===== src/rtl/cac_pkg.sv =====
package cac_pkg;
  localparam int REG_ADDR_W = 4;
  localparam logic [REG_ADDR_W-1:0] A_DIS_LO = 4'd0;
  localparam logic [REG_ADDR_W-1:0] A_DIS_HI = 4'd1;
  localparam logic [REG_ADDR_W-1:0] A_CHG_LO = 4'd2;
  localparam logic [REG_ADDR_W-1:0] A_CHG_HI = 4'd3;
  localparam logic [REG_ADDR_W-1:0] A_DTM_LO = 4'd4;
  localparam logic [REG_ADDR_W-1:0] A_DTM_HI = 4'd5;
  localparam logic [REG_ADDR_W-1:0] A_CTM_LO = 4'd6;
  localparam logic [REG_ADDR_W-1:0] A_CTM_HI = 4'd7;
  localparam logic [REG_ADDR_W-1:0] A_CLEAR  = 4'd8;
  localparam logic [REG_ADDR_W-1:0] A_STATUS = 4'd9;

  // clear register bit positions
  localparam int CB_DIS = 0;
  localparam int CB_CHG = 1;
  localparam int CB_DTM = 3;
  localparam int CB_CTM = 4;
  localparam logic [7:0] CLR_MASK = 8'b0001_1011;

  typedef struct packed {
    logic dis_cnt;
    logic chg_cnt;
    logic dis_tm;
    logic chg_tm;
  } clr_req_t;
endpackage


===== src/rtl/cac_event_ctr.sv =====
module cac_event_ctr #(
  parameter int W = 16
) (
  input  logic         clk,
  input  logic         rst,
  input  logic         inc,
  input  logic         clr,
  output logic [W-1:0] count
);
  always_ff @(posedge clk) begin
    if (rst || clr) count <= '0;
    else if (inc)   count <= count + 1'b1;
  end
endmodule


===== src/rtl/cac_time_ctr.sv =====
module cac_time_ctr #(
  parameter int W     = 16,
  parameter int PRE_W = 8
) (
  input  logic         clk,
  input  logic         rst,
  input  logic         tick,
  input  logic         active,
  input  logic         clr,
  output logic [W-1:0] count,
  output logic         slow
);
  localparam logic [PRE_W-1:0] PRE_LAST = '1;
  localparam logic [W-1:0]     CNT_LAST = '1;

  logic [PRE_W-1:0] pre;
  logic             step;
  logic             adv;

  assign step = tick && active;
  assign adv  = step && (!slow || pre == PRE_LAST);

  always_ff @(posedge clk) begin
    if (rst || clr) begin
      count <= '0;
      slow  <= 1'b0;
      pre   <= '0;
    end else begin
      if (step && slow) pre <= pre + 1'b1;
      if (adv) begin
        if (count == CNT_LAST) begin
          count <= '0;
          slow  <= !slow;
          pre   <= '0;
        end else begin
          count <= count + 1'b1;
        end
      end
    end
  end
endmodule


===== src/rtl/cac_host_regs.sv =====
module cac_host_regs
  import cac_pkg::*;
#(
  parameter int CNT_W  = 16,
  parameter int ADDR_W = REG_ADDR_W
) (
  input  logic              clk,
  input  logic              rst,
  input  logic              wr,
  input  logic [ADDR_W-1:0] addr,
  input  logic [7:0]        wdata,
  input  logic [CNT_W-1:0]  dis_cnt,
  input  logic [CNT_W-1:0]  chg_cnt,
  input  logic [CNT_W-1:0]  dis_tm,
  input  logic [CNT_W-1:0]  chg_tm,
  input  logic              dis_slow,
  input  logic              chg_slow,
  output logic [7:0]        clr_pend,
  output clr_req_t          clr_req,
  output logic [7:0]        rdata
);
  logic [15:0] x_dis, x_chg, x_dtm, x_ctm;
  logic [7:0]  rd_next;

  always_comb begin
    x_dis = '0; x_dis[CNT_W-1:0] = dis_cnt;
    x_chg = '0; x_chg[CNT_W-1:0] = chg_cnt;
    x_dtm = '0; x_dtm[CNT_W-1:0] = dis_tm;
    x_ctm = '0; x_ctm[CNT_W-1:0] = chg_tm;
  end

  assign clr_req.dis_cnt = clr_pend[CB_DIS];
  assign clr_req.chg_cnt = clr_pend[CB_CHG];
  assign clr_req.dis_tm  = clr_pend[CB_DTM];
  assign clr_req.chg_tm  = clr_pend[CB_CTM];

  // pending bits live one cycle, then self-clear
  always_ff @(posedge clk) begin
    if (rst)                       clr_pend <= '0;
    else if (wr && addr == ADDR_W'(A_CLEAR)) clr_pend <= wdata & CLR_MASK;
    else                           clr_pend <= '0;
  end

  always_comb begin
    case (addr)
      ADDR_W'(A_DIS_LO): rd_next = x_dis[7:0];
      ADDR_W'(A_DIS_HI): rd_next = x_dis[15:8];
      ADDR_W'(A_CHG_LO): rd_next = x_chg[7:0];
      ADDR_W'(A_CHG_HI): rd_next = x_chg[15:8];
      ADDR_W'(A_DTM_LO): rd_next = x_dtm[7:0];
      ADDR_W'(A_DTM_HI): rd_next = x_dtm[15:8];
      ADDR_W'(A_CTM_LO): rd_next = x_ctm[7:0];
      ADDR_W'(A_CTM_HI): rd_next = x_ctm[15:8];
      ADDR_W'(A_CLEAR):  rd_next = clr_pend;
      ADDR_W'(A_STATUS): rd_next = {6'b0, chg_slow, dis_slow};
      default:           rd_next = 8'h00;
    endcase
  end

  always_ff @(posedge clk) begin
    if (rst) rdata <= 8'h00;
    else     rdata <= rd_next;
  end
endmodule


===== src/rtl/coulomb_activity_counters.sv =====
module coulomb_activity_counters
  import cac_pkg::*;
#(
  parameter int CNT_W  = 16,
  parameter int PRE_W  = 8,
  parameter int ADDR_W = REG_ADDR_W
) (
  input  logic              clk,
  input  logic              rst,
  input  logic              vfc_pulse,
  input  logic              vfc_dir,
  input  logic              tick,
  input  logic              reg_wr,
  input  logic [ADDR_W-1:0] reg_addr,
  input  logic [7:0]        reg_wdata,
  output logic [7:0]        reg_rdata
);
  logic [CNT_W-1:0] dis_cnt, chg_cnt, dis_tm, chg_tm;
  logic             dis_slow, chg_slow;
  logic [7:0]       clr_pend;
  clr_req_t         clr_req;
  logic             dir_valid, dir_chg;

  // activity direction held from the latest converter pulse
  always_ff @(posedge clk) begin
    if (rst) begin
      dir_valid <= 1'b0;
      dir_chg   <= 1'b0;
    end else if (vfc_pulse) begin
      dir_valid <= 1'b1;
      dir_chg   <= vfc_dir;
    end
  end

  cac_event_ctr #(.W(CNT_W)) u_dis_cnt (
    .clk(clk), .rst(rst), .inc(vfc_pulse && !vfc_dir),
    .clr(clr_req.dis_cnt), .count(dis_cnt));

  cac_event_ctr #(.W(CNT_W)) u_chg_cnt (
    .clk(clk), .rst(rst), .inc(vfc_pulse && vfc_dir),
    .clr(clr_req.chg_cnt), .count(chg_cnt));

  cac_time_ctr #(.W(CNT_W), .PRE_W(PRE_W)) u_dis_tm (
    .clk(clk), .rst(rst), .tick(tick), .active(dir_valid && !dir_chg),
    .clr(clr_req.dis_tm), .count(dis_tm), .slow(dis_slow));

  cac_time_ctr #(.W(CNT_W), .PRE_W(PRE_W)) u_chg_tm (
    .clk(clk), .rst(rst), .tick(tick), .active(dir_valid && dir_chg),
    .clr(clr_req.chg_tm), .count(chg_tm), .slow(chg_slow));

  cac_host_regs #(.CNT_W(CNT_W), .ADDR_W(ADDR_W)) u_regs (
    .clk(clk), .rst(rst), .wr(reg_wr), .addr(reg_addr), .wdata(reg_wdata),
    .dis_cnt(dis_cnt), .chg_cnt(chg_cnt), .dis_tm(dis_tm), .chg_tm(chg_tm),
    .dis_slow(dis_slow), .chg_slow(chg_slow),
    .clr_pend(clr_pend), .clr_req(clr_req), .rdata(reg_rdata));
endmodule


===== config.mk =====
export PLATFORM = sky130hd
export DESIGN_NAME = coulomb_activity_counters
export DESIGN_NICKNAME = d
export VERILOG_FILES = /design/src/rtl/cac_pkg.sv /design/src/rtl/cac_event_ctr.sv /design/src/rtl/cac_time_ctr.sv /design/src/rtl/cac_host_regs.sv /design/src/rtl/coulomb_activity_counters.sv
export SDC_FILE = /design/constraint.sdc
export NUM_CORES = 1
export LEC_CHECK = 0
export ABC_AREA = 1
export BUFFER_PORTS_ARGS = -buffer_cell sky130_fd_sc_hd__buf_4
export CAP_MARGIN = 25
export CORE_MARGIN = 2
export CORE_UTILIZATION = 40
export DETAILED_ROUTE_END_ITERATION = 10
export SYNTH_ARGS = -nofsm -noshare
export SYNTH_HDL_FRONTEND = slang
export SYNTH_SLANG_ARGS = --single-unit

===== constraint.sdc =====
create_clock -name clk -period 3.25 [get_ports clk]
set_input_delay 0.4875 -clock clk [delete_from_list [all_inputs] [get_ports clk]]
set_output_delay 0.4875 -clock clk [all_outputs]
set_load 0.005 [all_outputs]

==> impl_results.rst <==
.. list-table::
   :header-rows: 1

   * - Metric
     - Value
   * - Run status
     - complete, no violations
   * - Pre-CTS WS
     - between 1 and 1.5 ns
   * - Max-capacitance violation count
     - 0
   * - Bufs and invs on worst path
     - 1
   * - Register area
     - 1922 sq um
   * - Sequential fraction of design power
     - 49.2%
   * - I/O Buffers
     - 21
   * - H-tree Lvls
     - 3
   * - First-pass GRT wire length
     - 22040 microns
   * - Drt wl/cell
     - 13.18 microns
   * - Total area of multi-input combinational cells
     - 2770 sq um
   * - Sum of routed wire length over all layers
     - 13140 microns
   * - Max rail drop VDD
     - 0.2378 mV
   * - Reg2reg path depth
     - 10
   * - Diode count
     - 0
   * - Crit-path leading delay family
     - simple AND/OR/NAND/NOR gates
   * - Clock network fraction of total power
     - between 40% and 50%
   * - I/O pin count
     - 26
   * - Core area
     - around 13000 sq um
   * - Placer congestion estimate
     - about 0.86
   * - Largest net degree at the start of global routing
     - 21
   * - Critical Path Stages
     - 10
   * - Switching part of the total
     - 22.17%
   * - R2R Setup Slk
     - 1.38 ns
   * - Die Wd
     - 117.7 microns
   * - Number of endpoints with negative hold slack in the final report
     - 0
   * - Reg-to-Reg Start
     - u_dis_tm.pre[0]
   * - Post-synthesis cell area
     - 5167 sq um
   * - Data required, critical path
     - 3.54 ns
   * - Sequential area share after synthesis
     - 37.19%
   * - Slowest stage cell on the critical path
     - nor2_2
   * - Layout Cell Area excl Fill
     - 5797 sq um
   * - Routed Antenna Nets
     - 0
   * - Number of DRC markers after the initial detailed-route iteration
     - 404
   * - Syn_nets
     - 821
   * - Clk buf depth
     - 2
   * - Initial antenna violation count
     - 0
   * - Setup fix buffers added after clock tree synthesis
     - 0
   * - Power per Cell Area
     - 417.9 nW/um^2
   * - Min-delay worst type
     - input port to register
   * - Synth area leaders
     - dfxtp_1 (37%), nand2_1 (14%), nor2_1 (9.4%)
   * - Number of buffers created by CTS
     - 9
   * - Tightest slew margin relative to the limit
     - around two fifths
   * - Hold EP
     - u_regs.clr_pend[4]
   * - Total setup violations reported at the end of the flow
     - 0
   * - Worst hold path stage count
     - 3
   * - Register bit count reported by yosys
     - 96
   * - Vertical die dimension
     - 117.7 microns
   * - Critical setup path kind
     - register to register
   * - Proportion of layout cells with a drive suffix above 1
     - approximately 9%
   * - TritonCTS clock tree
     - built
   * - Post-synth top area cell
     - dfxtp_1
   * - Detailed-route DRC error count
     - 0
   * - First-pass iteration count of the detailed router
     - 5
   * - Total vias in the final route
     - 4937
   * - Setup clock skew after layout
     - 0.008986 ns
   * - Pint
     - ~1.9 mW
   * - Synthesis-to-layout area growth
     - 12.18%
   * - Measured slew at the worst slew-check pin
     - 0.8802 ns
   * - CTS root buffer
     - clkbuf_16
   * - CP cell instances
     - ha_1 -> inv_1 -> nor2_1 -> nand2_1 -> nand2_1 -> nand2_2 -> nor2_2 -> nor2_2 -> nand2_1 -> nor2_1
   * - Element type at the critical path end
     - register
   * - Vias in the first global route
     - 4599
   * - Setup TNS
     - 0 ns
   * - Comb power frac
     - ~4.6%
   * - Portion of synthesized cell area occupied by the leading cell type
     - 37.19%
   * - Floorplan row count
     - 41
   * - Clock latency at the later pin of the worst-skew pair
     - 0.35 ns
   * - Mean post-synth cell area
     - 6.484 sq um
   * - Max-slew violation count
     - 0
   * - Worst-path maximum fanout
     - 18
   * - Clk sinks
     - 96
   * - Final HPWL DP
     - around 10000 microns
   * - Critical R2R Capture
     - u_dis_tm.count[5]
   * - Vias per std cell
     - just under 5
   * - Post-route setup slack
     - 1.379 ns
   * - Worst Min Path Start
     - reg_wdata[4]
   * - Leakage power figure
     - approximately 2.2 nW
   * - Yosys warnings
     - 0
   * - Initial standard-cell utilization of the core
     - 40.95%
   * - # resized after CTS
     - 0
   * - GR Util All Layers
     - 19.63%
   * - Clock edge transition at the registers on the reported setup and hold paths
     - around 0.070 ns
   * - Placed Area
     - 5495 sq um
   * - Power spent charging and discharging nets
     - approximately 540 uW
   * - Startpoint type of the worst setup path
     - register
   * - Number of distinct library cells after synthesis
     - 38
   * - Longest individual stage delay on the worst path
     - 0.37 ns
   * - Minimum period implied by the final worst setup slack
     - 1.871 ns
   * - # nets final
     - 846
   * - Die ar.
     - 13840 sq um
   * - Hold-fix buffer count after cts
     - 0
   * - Fin crit share
     - 57.56%
   * - Cell count after synthesis
     - 797
   * - Arrival time of the worst setup path
     - 2.16 ns
   * - CP dominant cell by count
     - nand2_1
   * - Unrepaired setup endpoints after global routing
     - false
   * - Maximum operating frequency
     - about 530 MHz
   * - Fill cell total of the finished layout
     - around 1300
   * - Overall overflow remaining after global route
     - 0
flip-flops by register name, summed over array words and instances (netlist names):
register	flops
dir_chg	1
dir_valid	1
u_chg_cnt.count	16
u_chg_tm.count	16
u_chg_tm.pre	8
u_chg_tm.slow	1
u_dis_cnt.count	16
u_dis_tm.count	16
u_dis_tm.pre	8
u_dis_tm.slow	1
u_regs.clr_pend	4
u_regs.rdata	8
logic make-up (layout without fill, tap and decap cells):
logic type,Yosys count,after routing,share of synthesized area (%)
AND/OR/NAND/NOR,449,449,38.14
buffers and inverters,121,149,9.201
AO/OA/AOI/OAI,113,113,11.99
flip-flops,96,96,37.19
XOR/XNOR,12,12,2.034
adder cells (fa/ha/maj),6,6,1.453
synth_stat cells, drive strengths merged:
cell    count
or2         3
o211ai      3
nand2     204
xnor2       4
o22ai      10
o21bai      1
a211oi      1
o211a       1
nand3      48
nor3b       2
o21a        2
nor4        1
dfxtp      96
buf         5
nand3b      4
nor3       27
o21ai      43
nand4      12
a21oi      51
ha          6
inv       112
nor2      148
clkbuf      2
xor2        8
a31o        1
clkinv      2
final cells by class:
type,instances,share of cell area (%)
inverter,114,7.425
multi-input combinational,580,47.79
tap,172,3.712
clock buffer,11,4.015
timing repair buffer,21,2.720
sequential,96,33.15
clock inverter,3,1.187
cell usage in the layout, fill, tap and decap left out, types with 11 or more instances in the layout:
master / count
nor2_1: 130
a21oi_1: 51
nor3_1: 26
nand4_1: 11
nand3_1: 45
buf_4: 21
dfxtp_1: 96
o21ai_0: 38
nand2_1: 197
inv_1: 108
worst reg2reg max path, stage by stage (launching register included):
cell and delay, ns:
dfxtp_1 0.33, ha_1 0.22, inv_1 0.09, nor2_1 0.07, nand2_1 0.06, nand2_1 0.06
nand2_2 0.29, nor2_2 0.11, nor2_2 0.37, nand2_1 0.11, nor2_1 0.09
through the flow:
step | hold WS [ns] | instances | utilization [%] | total power, mW
global route | 0.3624 | 997 | 45.93 | 2.509
floorplan | 0.4392 | 797 | - | 1.289
CTS | 0.3489 | 997 | 45.93 | 2.449
global placement | 0.4712 | 983 | 43.55 | 1.329
finish | 0.3577 | 997 | 45.93 | 2.422
detailed placement | 0.4788 | 983 | 43.55 | 1.332
power by group through the flow:
stage                     logic [mW]  clock network, mW  registers, mW
final                          0.112               1.12           1.19
after global routing           0.126               1.19           1.19
after CTS                      0.113               1.14           1.19
after detailed placement       0.112                  0           1.22
after global placement         0.110                  0           1.22
after floorplan               0.0716                  0           1.22
worst max-delay path by stage:
stage                               start                  to  slack (ns)
after CTS                 u_dis_tm.pre[0]   u_dis_tm.count[5]        1.36
after detailed placement             tick  u_dis_tm.count[10]        1.25
after global routing      u_dis_tm.pre[0]  u_dis_tm.count[13]        1.18
after floorplan           u_chg_tm.pre[0]   u_chg_tm.count[3]        1.81
after global placement               tick   u_dis_tm.count[4]        1.31
final                     u_dis_tm.pre[0]   u_dis_tm.count[5]        1.38
layer usage:
layer  vias to the layer above  share of wire [%]  GRT usage [%]  wire length [microns]
li1                       2583                  -              -                      -
met1                      2264                 48          25.70                   6355
met2                        71                 46          32.05                   6064
met3                        19                3.3          4.021                    440
met4                         0                2.1          7.003                    276
met5                         -                  0              0                      0
Note: power is estimated with default switching activity, not from simulation.
